==> src/rtl/irq_present_pkg.sv <==
// Package: shared types and fixed register offsets for the
// per-thread interrupt presentation register interface.
// Assumes a 4 KB page decoded on 32-bit word boundaries.
package irq_present_pkg;

    // Operation selected by one bus access (address + size + direction)
    typedef enum logic [3:0] {
        OP_NONE,
        OP_ERR,
        OP_POLL_WORD,
        OP_POLL_BYTE,
        OP_ACCEPT,
        OP_SET_PRIO,
        OP_EOI,
        OP_RD_REQ,
        OP_WR_REQ,
        OP_RD_LINK,
        OP_WR_LINK
    } op_e;

    // Legal access widths in bytes
    localparam int unsigned SIZE_BYTE = 1;
    localparam int unsigned SIZE_WORD = 4;

    // Word indices (byte offset / 4); the order matters to software
    localparam int unsigned WIDX_PEEK  = 0;
    localparam int unsigned WIDX_INTR  = 1;
    localparam int unsigned WIDX_REQ   = 3;
    localparam int unsigned WIDX_LINK0 = 4;

endpackage

==> src/rtl/irq_present_decode.sv <==
// Module: irq_present_decode
// Turns one bus access into a single operation code and, for link
// accesses, the link index. Purely combinational.
// Assumes at most one of rd/wr per access; both together is an error.
module irq_present_decode
    import irq_present_pkg::*;
#(
    parameter int unsigned ADDR_W  = 12,
    parameter int unsigned SIZE_W  = 3,
    parameter int unsigned N_LINKS = 3,
    parameter int unsigned SEL_W   = 2
) (
    input  logic              rd,
    input  logic              wr,
    input  logic [ADDR_W-1:0] addr,
    input  logic [SIZE_W-1:0] size,
    output op_e               op,
    output logic [SEL_W-1:0]  link_sel
);

    localparam int unsigned IDX_W = ADDR_W - 2;

    localparam logic [IDX_W-1:0] I_PEEK  = IDX_W'(WIDX_PEEK);
    localparam logic [IDX_W-1:0] I_INTR  = IDX_W'(WIDX_INTR);
    localparam logic [IDX_W-1:0] I_REQ   = IDX_W'(WIDX_REQ);
    localparam logic [IDX_W-1:0] I_LINK0 = IDX_W'(WIDX_LINK0);
    localparam logic [IDX_W-1:0] I_NLINK = IDX_W'(N_LINKS);

    logic [IDX_W-1:0] word_idx;
    logic [IDX_W-1:0] link_off;
    logic             is_byte0;
    logic             is_word;
    logic             in_links;

    // Classify the access width and alignment
    always_comb begin
        word_idx = addr[ADDR_W-1:2];
        is_byte0 = (size == SIZE_W'(SIZE_BYTE)) && (addr[1:0] == 2'b00);
        is_word  = (size == SIZE_W'(SIZE_WORD));
        link_off = word_idx - I_LINK0;
        in_links = (link_off < I_NLINK);
        link_sel = in_links ? link_off[SEL_W-1:0] : '0;
    end

    // Map address, size and direction to one operation
    always_comb begin
        op = OP_ERR;
        if (!rd && !wr) begin
            op = OP_NONE;
        end else if (rd && wr) begin
            op = OP_ERR;
        end else if (word_idx == I_PEEK) begin
            if (rd && is_word)       op = OP_POLL_WORD;
            else if (rd && is_byte0) op = OP_POLL_BYTE;
        end else if (word_idx == I_INTR) begin
            if (rd && is_byte0)      op = OP_POLL_BYTE;
            else if (rd && is_word)  op = OP_ACCEPT;
            else if (wr && is_byte0) op = OP_SET_PRIO;
            else if (wr && is_word)  op = OP_EOI;
        end else if (word_idx == I_REQ) begin
            if (is_byte0)            op = rd ? OP_RD_REQ : OP_WR_REQ;
        end else if (in_links && is_word) begin
            op = rd ? OP_RD_LINK : OP_WR_LINK;
        end
    end

endmodule

==> src/rtl/irq_present_links.sv <==
// Module: irq_present_links
// A bank of N_LINKS word-wide scratch registers with one write port
// and one selected read port. The selector is assumed in range.
module irq_present_links #(
    parameter int unsigned N_LINKS = 3,
    parameter int unsigned DATA_W  = 32,
    parameter int unsigned SEL_W   = 2
) (
    input  logic              clk,
    input  logic              rst_n,
    input  logic              wr_en,
    input  logic [SEL_W-1:0]  sel,
    input  logic [DATA_W-1:0] wdata,
    output logic [DATA_W-1:0] rdata
);

    logic [N_LINKS-1:0][DATA_W-1:0] bank;

    for (genvar g = 0; g < N_LINKS; g++) begin : g_link
        logic [DATA_W-1:0] r_q;

        // Hold one link word; load it when selected
        always_ff @(posedge clk) begin
            if (!rst_n)                                r_q <= '0;
            else if (wr_en && (sel == SEL_W'(g)))      r_q <= wdata;
        end

        assign bank[g] = r_q;
    end

    // Return the selected link word
    always_comb begin
        rdata = '0;
        for (int i = 0; i < N_LINKS; i++) begin
            if (sel == SEL_W'(i)) rdata = bank[i];
        end
    end

endmodule

==> src/rtl/irq_present_core.sv <==
// Module: irq_present_core
// Holds the current priority, the inter-processor request priority and
// the single presented interrupt (source + priority). It applies, in one
// cycle and in this order: the bus operation, the discard of a presented
// interrupt no longer better than the priority, an external offer, and
// the inter-processor request. Lower number = more favoured.
// Assumes ext_req is a one-cycle offer; a displaced source is dropped.
module irq_present_core
    import irq_present_pkg::*;
#(
    parameter int unsigned PRIO_W  = 8,
    parameter int unsigned SRC_W   = 24,
    parameter int unsigned IPI_SRC = 2
) (
    input  logic              clk,
    input  logic              rst_n,
    input  op_e               op,
    input  logic [PRIO_W-1:0] wdata_hi,
    input  logic [PRIO_W-1:0] wdata_lo,
    input  logic              ext_req,
    input  logic [SRC_W-1:0]  ext_src,
    input  logic [PRIO_W-1:0] ext_prio,
    output logic [PRIO_W-1:0] prio,
    output logic [PRIO_W-1:0] req_prio,
    output logic [SRC_W-1:0]  src,
    output logic              irq_o
);

    localparam logic [PRIO_W-1:0] LEAST    = '1;
    localparam logic [SRC_W-1:0]  IPI_CODE = SRC_W'(IPI_SRC);

    logic [PRIO_W-1:0] prio_q, prio_n;
    logic [PRIO_W-1:0] req_q, req_n;
    logic [SRC_W-1:0]  src_q, src_n;
    logic [PRIO_W-1:0] pend_q, pend_n;

    // Compute the next presentation state from the operation and offers
    always_comb begin
        prio_n = prio_q;
        req_n  = req_q;
        src_n  = src_q;
        pend_n = pend_q;

        case (op)
            OP_ACCEPT: begin
                if (src_q != '0) prio_n = pend_q;
                src_n  = '0;
                pend_n = LEAST;
            end
            OP_SET_PRIO: prio_n = wdata_lo;
            OP_EOI:      prio_n = wdata_hi;
            OP_WR_REQ:   req_n  = wdata_lo;
            default: ;
        endcase

        if ((src_n != '0) && !(pend_n < prio_n)) begin
            src_n  = '0;
            pend_n = LEAST;
        end

        if (ext_req && (ext_src != '0) && (ext_prio < prio_n) &&
            ((src_n == '0) || (ext_prio < pend_n))) begin
            src_n  = ext_src;
            pend_n = ext_prio;
        end

        if ((req_n < prio_n) && ((src_n == '0) || (req_n < pend_n))) begin
            src_n  = IPI_CODE;
            pend_n = req_n;
        end
    end

    // Register the presentation state
    always_ff @(posedge clk) begin
        if (!rst_n) begin
            prio_q <= '0;
            req_q  <= LEAST;
            src_q  <= '0;
            pend_q <= LEAST;
        end else begin
            prio_q <= prio_n;
            req_q  <= req_n;
            src_q  <= src_n;
            pend_q <= pend_n;
        end
    end

    // Drive the outputs from the held state
    always_comb begin
        prio     = prio_q;
        req_prio = req_q;
        src      = src_q;
        irq_o    = (src_q != '0) && (pend_q < prio_q);
    end

    AST_PEND_BEATS_PRIO: assert property (@(posedge clk) disable iff (!rst_n)
        (src_q != '0) |-> (pend_q < prio_q));

    AST_ACCEPT_CLEARS: assert property (@(posedge clk) disable iff (!rst_n)
        (op == OP_ACCEPT && !ext_req) |=> (src_q == '0));

    AST_EOI_LOADS_PRIO: assert property (@(posedge clk) disable iff (!rst_n)
        (op == OP_EOI) |=> (prio_q == $past(wdata_hi)));

    AST_REQ_LOADS: assert property (@(posedge clk) disable iff (!rst_n)
        (op == OP_WR_REQ) |=> (req_q == $past(wdata_lo)));

endmodule

==> src/rtl/irq_present_port.sv <==
// Module: irq_present_port (top)
// Per-thread register page of the interrupt presentation logic. Decodes
// the access, steers it to the presentation core or the link bank, and
// builds combinational read data and the error flag.
// Assumes each bus strobe lasts one cycle per access.
module irq_present_port
    import irq_present_pkg::*;
#(
    parameter int unsigned ADDR_W  = 12,
    parameter int unsigned SIZE_W  = 3,
    parameter int unsigned PRIO_W  = 8,
    parameter int unsigned SRC_W   = 24,
    parameter int unsigned N_LINKS = 3,
    parameter int unsigned IPI_SRC = 2
) (
    input  logic                      clk,
    input  logic                      rst_n,
    input  logic [ADDR_W-1:0]         bus_addr,
    input  logic [SIZE_W-1:0]         bus_size,
    input  logic                      bus_rd,
    input  logic                      bus_wr,
    input  logic [PRIO_W+SRC_W-1:0]   bus_wdata,
    output logic [PRIO_W+SRC_W-1:0]   bus_rdata,
    output logic                      bus_err,
    input  logic                      ext_req,
    input  logic [SRC_W-1:0]          ext_src,
    input  logic [PRIO_W-1:0]         ext_prio,
    output logic                      irq_o
);

    localparam int unsigned DATA_W = PRIO_W + SRC_W;
    localparam int unsigned SEL_W  = (N_LINKS > 1) ? $clog2(N_LINKS) : 1;

    op_e               op;
    logic [SEL_W-1:0]  link_sel;
    logic [DATA_W-1:0] link_rdata;
    logic [PRIO_W-1:0] prio;
    logic [PRIO_W-1:0] req_prio;
    logic [SRC_W-1:0]  src;

    irq_present_decode #(
        .ADDR_W  (ADDR_W),
        .SIZE_W  (SIZE_W),
        .N_LINKS (N_LINKS),
        .SEL_W   (SEL_W)
    ) u_decode (
        .rd       (bus_rd),
        .wr       (bus_wr),
        .addr     (bus_addr),
        .size     (bus_size),
        .op       (op),
        .link_sel (link_sel)
    );

    irq_present_core #(
        .PRIO_W  (PRIO_W),
        .SRC_W   (SRC_W),
        .IPI_SRC (IPI_SRC)
    ) u_core (
        .clk      (clk),
        .rst_n    (rst_n),
        .op       (op),
        .wdata_hi (bus_wdata[DATA_W-1 -: PRIO_W]),
        .wdata_lo (bus_wdata[PRIO_W-1:0]),
        .ext_req  (ext_req),
        .ext_src  (ext_src),
        .ext_prio (ext_prio),
        .prio     (prio),
        .req_prio (req_prio),
        .src      (src),
        .irq_o    (irq_o)
    );

    irq_present_links #(
        .N_LINKS (N_LINKS),
        .DATA_W  (DATA_W),
        .SEL_W   (SEL_W)
    ) u_links (
        .clk   (clk),
        .rst_n (rst_n),
        .wr_en (op == OP_WR_LINK),
        .sel   (link_sel),
        .wdata (bus_wdata),
        .rdata (link_rdata)
    );

    // Select the read data and flag illegal accesses
    always_comb begin
        bus_err = (op == OP_ERR);
        case (op)
            OP_POLL_WORD,
            OP_ACCEPT:    bus_rdata = {prio, src};
            OP_POLL_BYTE: bus_rdata = DATA_W'(prio);
            OP_RD_REQ:    bus_rdata = DATA_W'(req_prio);
            OP_RD_LINK:   bus_rdata = link_rdata;
            OP_ERR:       bus_rdata = '1;
            default:      bus_rdata = '0;
        endcase
    end

    AST_ERR_READ_ONES: assert property (@(posedge clk) disable iff (!rst_n)
        (bus_rd && bus_err) |-> (bus_rdata == '1));

    AST_ERR_WRITE_FROZEN: assert property (@(posedge clk) disable iff (!rst_n)
        (bus_wr && bus_err) |=> ($stable(prio) && $stable(req_prio)));

endmodule

==> config.mk <==
export PLATFORM = sky130hd
export DESIGN_NAME = irq_present_port
export DESIGN_NICKNAME = d
export VERILOG_FILES = /design/src/rtl/irq_present_pkg.sv /design/src/rtl/irq_present_decode.sv /design/src/rtl/irq_present_links.sv /design/src/rtl/irq_present_core.sv /design/src/rtl/irq_present_port.sv
export SDC_FILE = /design/constraint.sdc
export NUM_CORES = 1
export LEC_CHECK = 0
export CAP_MARGIN = 0
export CORE_MARGIN = 2
export CORE_UTILIZATION = 58
export CTS_CLUSTER_DIAMETER = 200
export CTS_CLUSTER_SIZE = 28
export DETAILED_ROUTE_END_ITERATION = 6
export DONT_BUFFER_PORTS = 1
export PLACE_DENSITY = 0.72
export REMOVE_ABC_BUFFERS = 1
export SETUP_SLACK_MARGIN = 0.1
export SLEW_MARGIN = 20
export SYNTH_ARGS = -nofsm -noshare
export SYNTH_HDL_FRONTEND = slang
export SYNTH_SLANG_ARGS = --single-unit
==> constraint.sdc <==
create_clock -name clk -period 8.55 [get_ports clk]
set_clock_uncertainty 0.1 [all_clocks]
set_input_delay 0.4275 -clock clk [delete_from_list [all_inputs] [get_ports clk]]
set_output_delay 0.4275 -clock clk [all_outputs]
set_load 0.005 [all_outputs]
[After elaboration in Yosys (flattened, before gate mapping)]
Cells that the tools add are included.
Word-level totals
  ROM bits: 0
  input port bits: 84
  flip-flop bits (word level): 144
  memories kept: 0
  memory bits (writable): 0
  logic and storage cells: 96
  bits in latches: 0
Cells by class
  $mul: 0
  reductions and logical operators: 32
  add/sub/neg operators: 1
  mux-type cells: 31
  equal/unequal tests: 16
  div/mod/pow operators: 0
  shifts and indexed selects: 0
  magnitude comparators: 7
  bitwise operators: 1
Operators with widths (number)
  $pmux W32 S5: 1
  $mux W32: 3
  $mux W24: 3
  $reduce_bool A24 Y1: 3
  $logic_not A24 Y1: 2
  $lt A8 B8 Y1: 6
  $mux W4: 12
  $mux W8: 6
  $pmux W8 S3: 1
  $logic_and A1 B1 Y1: 17
  $eq A4 B3 Y1 const B: 4
  $eq A4 B4 Y1 const B: 3
  $eq A10 B1 Y1 const B: 1
  $eq A10 B2 Y1 const B: 1
  $logic_not A10 Y1: 1
  $lt A10 B2 Y1 const B: 1
  $sub A10 B3 Y10 const B: 1
  $eq A4 B2 Y1 const B: 2
  $mux W2: 4
  $eq A4 B1 Y1 const B: 1
  $logic_not A2 Y1: 2
  $reduce_or A2 Y1: 2
  $eq A3 B1 Y1 const B: 1
  $eq A3 B3 Y1 const B: 1
  other kinds (6): 9

[Longest topological paths before layout]
  word-level depth: 24
  gate-level depth with buffers: 39
  gate-level depth less buffers: 33

[Cells and area by module]
From an unflattened synthesis, not the netlist that was laid out.
Second synthesis, totals
  cells, all modules: 976
  area, all modules: 8966.1 sq um
By module, submodules not included
  irq_present_links: cells an instance 426, area each 4286.6 sq um, sequential area each 1921.8 sq um, times used 1
  irq_present_core: cells an instance 404, area each 3569.7 sq um, sequential area each 960.9 sq um, times used 1
  irq_present_port: cells an instance 103, area each 827.0 sq um, sequential area each 0.0 sq um, times used 1
  irq_present_decode: cells an instance 43, area each 282.8 sq um, sequential area each 0.0 sq um, times used 1

[Worst setup path before layout]
OpenSTA, ideal clock, no wires.
  path type: input port to flip-flop
  start point: in bus_addr[7]
  end point: reg u_core.pend_q[0]
  data required time: 8.329 ns
  path buffers: 5
  arrival: 7.928 ns
  stages on the path: 37
  path slack: 0.400 ns
  path through: or4_4 > a2111oi_2 > a311oi_1 > or2_1 > buf_6 > nor3_1 > a222oi_1 > o21a_1 > ha_1 > a21oi_1 > o21ai_0 > o21bai_1 > a21oi_1 > a41oi_2 > a21o_1 > buf_4 > clkbuf_1 > nor2_1 > ha_1 > a21o_1 > a211o_1 > nor3_1 > o31ai_1 > a31o_1 > nand2_1 > o21ba_1 > buf_2 > mux2_2 > ha_1 > a21o_1 > a21o_1 > a221oi_1 > and3_1 > o31ai_1 > and2_1 > buf_6 > mux2_4
On the way
  cells in the longest elaborated chain, start to end: 23
  elaborated cells on any way between the ends: 40
  those cells by class: add/sub: 1; order compare: 6; eq/ne: 6; mux: 15; reduce/logical: 12
Ends and longest elaborated chain
  from (decl): line irq_present_port.sv:18  | input logic [ADDR_W-1:0] bus_addr,
  $sub A10 B3 Y10: line irq_present_decode.sv:40  | link_off = word_idx - I_LINK0;
  $lt A10 B2 Y1: line irq_present_decode.sv:41  | in_links = (link_off < I_NLINK);
  $logic_and A1 B1 Y1: line irq_present_decode.sv:62  | end else if (in_links && is_word) begin
  $mux W4: line irq_present_decode.sv:62
  $mux W4: line irq_present_decode.sv:60  | end else if (word_idx == I_REQ) begin
  $mux W4: line irq_present_decode.sv:55  | end else if (word_idx == I_INTR) begin
  $mux W4 *: line irq_present_decode.sv:52  | end else if (word_idx == I_PEEK) begin
  $mux W4 *: line irq_present_decode.sv:50  | end else if (rd && wr) begin
  [... 7 more ...]
  $lt A8 B8 Y1 or $logic_not A24 Y1 (tied branches): line irq_present_core.sv:62  | ((src_n == '0) || (ext_prio < pend_n))) begin
  $logic_or A1 B1 Y1: line irq_present_core.sv:62
  $logic_and A1 B1 Y1: line irq_present_core.sv:61  | if (ext_req && (ext_src != '0) && (ext_prio < prio_n) &&
  $mux W8 or $mux W24 (tied branches): line irq_present_core.sv:61
  $lt A8 B8 Y1 or $logic_not A24 Y1 (tied branches): line irq_present_core.sv:67  | if ((req_n < prio_n) && ((src_n == '0) || (req_n < pend_n))) begin
  $logic_or A1 B1 Y1: line irq_present_core.sv:67
  $logic_and A1 B1 Y1: line irq_present_core.sv:67
  $mux W8 *: line irq_present_core.sv:67
  to (signal assigned): line irq_present_core.sv:84  | pend_q <= pend_n;
  to (decl): line irq_present_core.sv:35  | logic [PRIO_W-1:0] pend_q, pend_n;
Mark *: on every way between the ends. The rest lies on a longest branch, timed or not.
A chain may end at the register's enable or synchronous reset.

[Final worst setup path]
  start point: reg u_core.src_q[5] (netlist: u_core.src[5])
  end point: reg u_core.pend_q[2]
On the way
  cells in the longest elaborated chain, start to end: 15
  elaborated cells on any way between the ends: 24
  those cells by class: order compare: 5; mux: 8; reduce/logical: 11
Ends and longest elaborated chain
  from (decl): line irq_present_core.sv:34  | logic [SRC_W-1:0] src_q, src_n;
  from (signal assigned): line irq_present_core.sv:83  | src_q <= src_n;
  $reduce_bool A24 Y1: line irq_present_core.sv:46  | if (src_q != '0) prio_n = pend_q;
  $mux W8: line irq_present_core.sv:46
  $pmux W8 S3: line irq_present_core.sv:44  | case (op)
  $lt A8 B8 Y1: line irq_present_core.sv:56  | if ((src_n != '0) && !(pend_n < prio_n)) begin
  $logic_not A1 Y1: line irq_present_core.sv:56
  $logic_and A1 B1 Y1: line irq_present_core.sv:56
  $mux W8 or $mux W24 (tied branches): line irq_present_core.sv:56
  $lt A8 B8 Y1 or $logic_not A24 Y1 (tied branches): line irq_present_core.sv:62
  $logic_or A1 B1 Y1: line irq_present_core.sv:62
  $logic_and A1 B1 Y1: line irq_present_core.sv:61
  $mux W8 or $mux W24 (tied branches): line irq_present_core.sv:61
  $lt A8 B8 Y1 or $logic_not A24 Y1 (tied branches): line irq_present_core.sv:67
  $logic_or A1 B1 Y1: line irq_present_core.sv:67
  $logic_and A1 B1 Y1: line irq_present_core.sv:67
  $mux W8 *: line irq_present_core.sv:67
Marks and branches as above.

==> results.cfg <==
[clock_network]
path_clk_slew_ns = 0.07
tritoncts = done
insertion_delay_ns = 0.43
cts.sinks = 144
htree_levels = 4
numCtsBuffers = 17
clock-root-buffer = clkbuf_16
clk_path_buf_depth = 2

[hold_path]
min_path_type = primary input to flop
min_to = u_links.g_link[2].r_q[14]
min_from = bus_wdata[14]
whs_path_depth = 2

[synth]
synth-xor-area-share = 0.00215
async_flop_share = 0
netlist_instances = 1052
ys_types = 74
synth-main-ff-cell = dfxtp_1
synth_compound_area_frac = 0.256
ys_seq_elements = 144
synth_edf_count = 0
synth_top_family_by_area = compound AO/OA/AOI/OAI gates
synth_fa_ha_area_frac = 0.0629
avgSynthCellArea_um2 = 7.75
netlist_area_um2 = 8160
ys_seq_area_frac = 0.353
yosys_warnings = 0
synth-simple-area-share = 0.243
synthMuxAreaShare = 0.0379

[routing]
antenna_left = 0
drc = 0
wirelength_um = 25400
drtIter0Drc = 990
wl_per_cell_um = 20.7
avgViaCountPerCell = 6.37
num_vias = 7823
dr.pass1.iters = 6

[global_route]
grt_max_degree = 75
antenna_found_initial = 0
first_global_vias = 7032
overflow = 0
grt_use_total = 0.340
grt_pass1_wl_um = 39500

[pwr]
p_sw_w = 0.000413
ir_drop_mv = 0.148
total_power_w = 0.00155
powerDensity_nw_per_um2 = 173
combinationalPowerShare = 0.084
p_clk_frac = 0.475
seqPwrFrac = 0.441
p_sw_frac = 0.267
p_leak_nw = 3.11
power.internal_w = 0.00114

[die]
coreArea_um2 = 13800
core.rowCount = 43
die_y_um = 123
initial_utilization = 0.590
ios = 118
die_w_um = 123
dieArea_um2 = 15000

[final_layout]
areaGrowthSynthToFinish_pct = 10.0
final_cell_mix = nand2_1, dfxtp_1, a21oi_1
final_common_cell = nand2_1
drive_above_1_share = 0.127
fin_util = 0.649
n_antenna_cell = 0
nets = 1160

[setup_path]
critPathCaptureType = flop
cp.required_ns = 8.76
rr_endpoint = u_core.pend_q[2]
cpPeakStageDelay_ns = 0.39
r2r_slack_ns = 0.68
crit_fanout = 14
reg2reg_depth = 34
criticalPathCategory = flop to flop
path_delay_family = compound AO/OA/AOI/OAI gates
cpMaxStageDelayCell = dfxtp_1
crit_buf_inv = 3
start_kind = flop
reg2reg_from = u_core.src[5]
cp.arrival_ns = 8.08

[run_status]
status = finished clean

[placed_design]
gp_congestion = 1.01
portBuffers = 0
dpl.hpwl_um = 17600

[job]
maxCapViolations = 0

[timing]
period_share = 0.920
max_slew_margin = 0.415
rsz0062_at_grt = no
worstMarginPinSlew_ns = 0.876
finalMaxSlewViolations = 0
max_freq_mhz = 127
setup_viol = 0
period_minus_slack_ns = 7.87
finalHoldViolations = 0
## power groups by stage
stage               Combinational [W]  Clock [W]  Sequential (W)
finish                       0.000130   0.000735        0.000684
global route                 0.000143   0.000769        0.000684
CTS                          0.000126   0.000740        0.000683
detailed placement           0.000125          0        0.000698
global placement             0.000125          0        0.000698
floorplan                   0.0000903          0        0.000694
## layout make-up
class / count / area, um^2
inverters: 21 / 78.8
clock inverters: 15 / 150
fillers: 1236 / 4850
multi-input cells: 818 / 4960
well taps: 180 / 225
repair buffers: 33 / 250
clock buffers: 17 / 425
flip-flops and latches: 144 / 2880
## stage by stage
stage               hold WS (ns)  setup slack [ns]  std cells  setup TNS, ns  area, um^2
floorplan                  0.331            -0.180        983          -2.02        7870
global placement           0.340             0.394       1195              0        8380
detailed placement         0.344             0.263       1195              0        8380
CTS                       0.0204             0.490       1228              0        8960
global route              0.0195             0.143       1228              0        8970
finish                    0.0280             0.684       1228              0        8970
## synthesized netlist by cell type (3+ instances only)
library cell | number | area share
a21o_1 | 34 | 0.031
or3_1 | 5 | 0.0038
nand4_1 | 9 | 0.0069
a22o_1 | 3 | 0.0032
nand3_1 | 7 | 0.0043
a21oi_1 | 121 | 0.074
clkbuf_1 | 60 | 0.028
nor4_1 | 13 | 0.010
and3_1 | 7 | 0.0054
a221oi_1 | 11 | 0.012
mux2_2 | 15 | 0.021
nor2b_1 | 5 | 0.0038
a22oi_1 | 51 | 0.047
a211oi_1 | 5 | 0.0046
and2_1 | 4 | 0.0031
a222oi_1 | 4 | 0.0049
ha_1 | 41 | 0.063
inv_1 | 21 | 0.0097
o211ai_1 | 7 | 0.0064
o21a_1 | 7 | 0.0064
nor2_1 | 61 | 0.028
buf_2 | 4 | 0.0025
o21ai_0 | 7 | 0.0043
nor3b_1 | 8 | 0.0074
nand2_1 | 264 | 0.12
mux2_4 | 8 | 0.015
dfxtp_1 | 144 | 0.35
a311oi_1 | 3 | 0.0032
a31oi_1 | 34 | 0.026
nor3_1 | 9 | 0.0055
and4_1 | 3 | 0.0032
or2_2 | 19 | 0.015
nand2b_1 | 5 | 0.0038
## timing repair
action | CTS | global route
setup endpoints to repair | 0 | 24
endpoints found under the hold margin | 1 | 0
hold buffers | 1 | 0
gates resized for setup | 0 | 3
buffers inserted | 0 | 0
## worst max path at each step
stage | start | endpoint | slack (ns) | depth (start not counted)
2_1_floorplan | bus_addr[7] | u_core.pend_q[0] | -0.18 | 32
3_3_place_gp | bus_addr[2] | u_core.pend_q[2] | 0.39 | 34
3_5_place_dp | bus_addr[7] | u_core.pend_q[2] | 0.26 | 34
4_1_cts | u_core.src[5] | u_core.pend_q[2] | 0.49 | 34
5_1_grt | u_core.src[13] | u_core.pend_q[1] | 0.14 | 34
6_report | u_core.src[5] | u_core.pend_q[2] | 0.68 | 34
## flip-flops by register name (all words and copies together), names as in the netlist
| name | flops |
|---|---|
| u_core.prio | 8 |
| u_core.req_prio | 8 |
| u_links.g_link.r_q | 96 |
| u_core.pend_q | 8 |
| u_core.src | 24 |
## cells by family (layout without fill, tap and decap cells)
family          after synthesis  count (layout)
buf+inv                      90              86
xor+xnor                      2               2
simple gates                437             437
compound gates              313             313
flops                       144             144
mux                          25              25
fa+ha+maj                    41              41
## layer usage
layer | wire length, um | vias to the layer above | global-route usage | share of wire
li1 | - | 3738 | - | -
met2 | 11100 | 342 | 0.505 | 0.44
met4 | 568 | 0 | 0.102 | 0.022
met5 | 0 | - | 0 | 0
met1 | 11500 | 3701 | 0.497 | 0.45
met3 | 2250 | 42 | 0.0697 | 0.089
(Power assumes the default switching activity.)
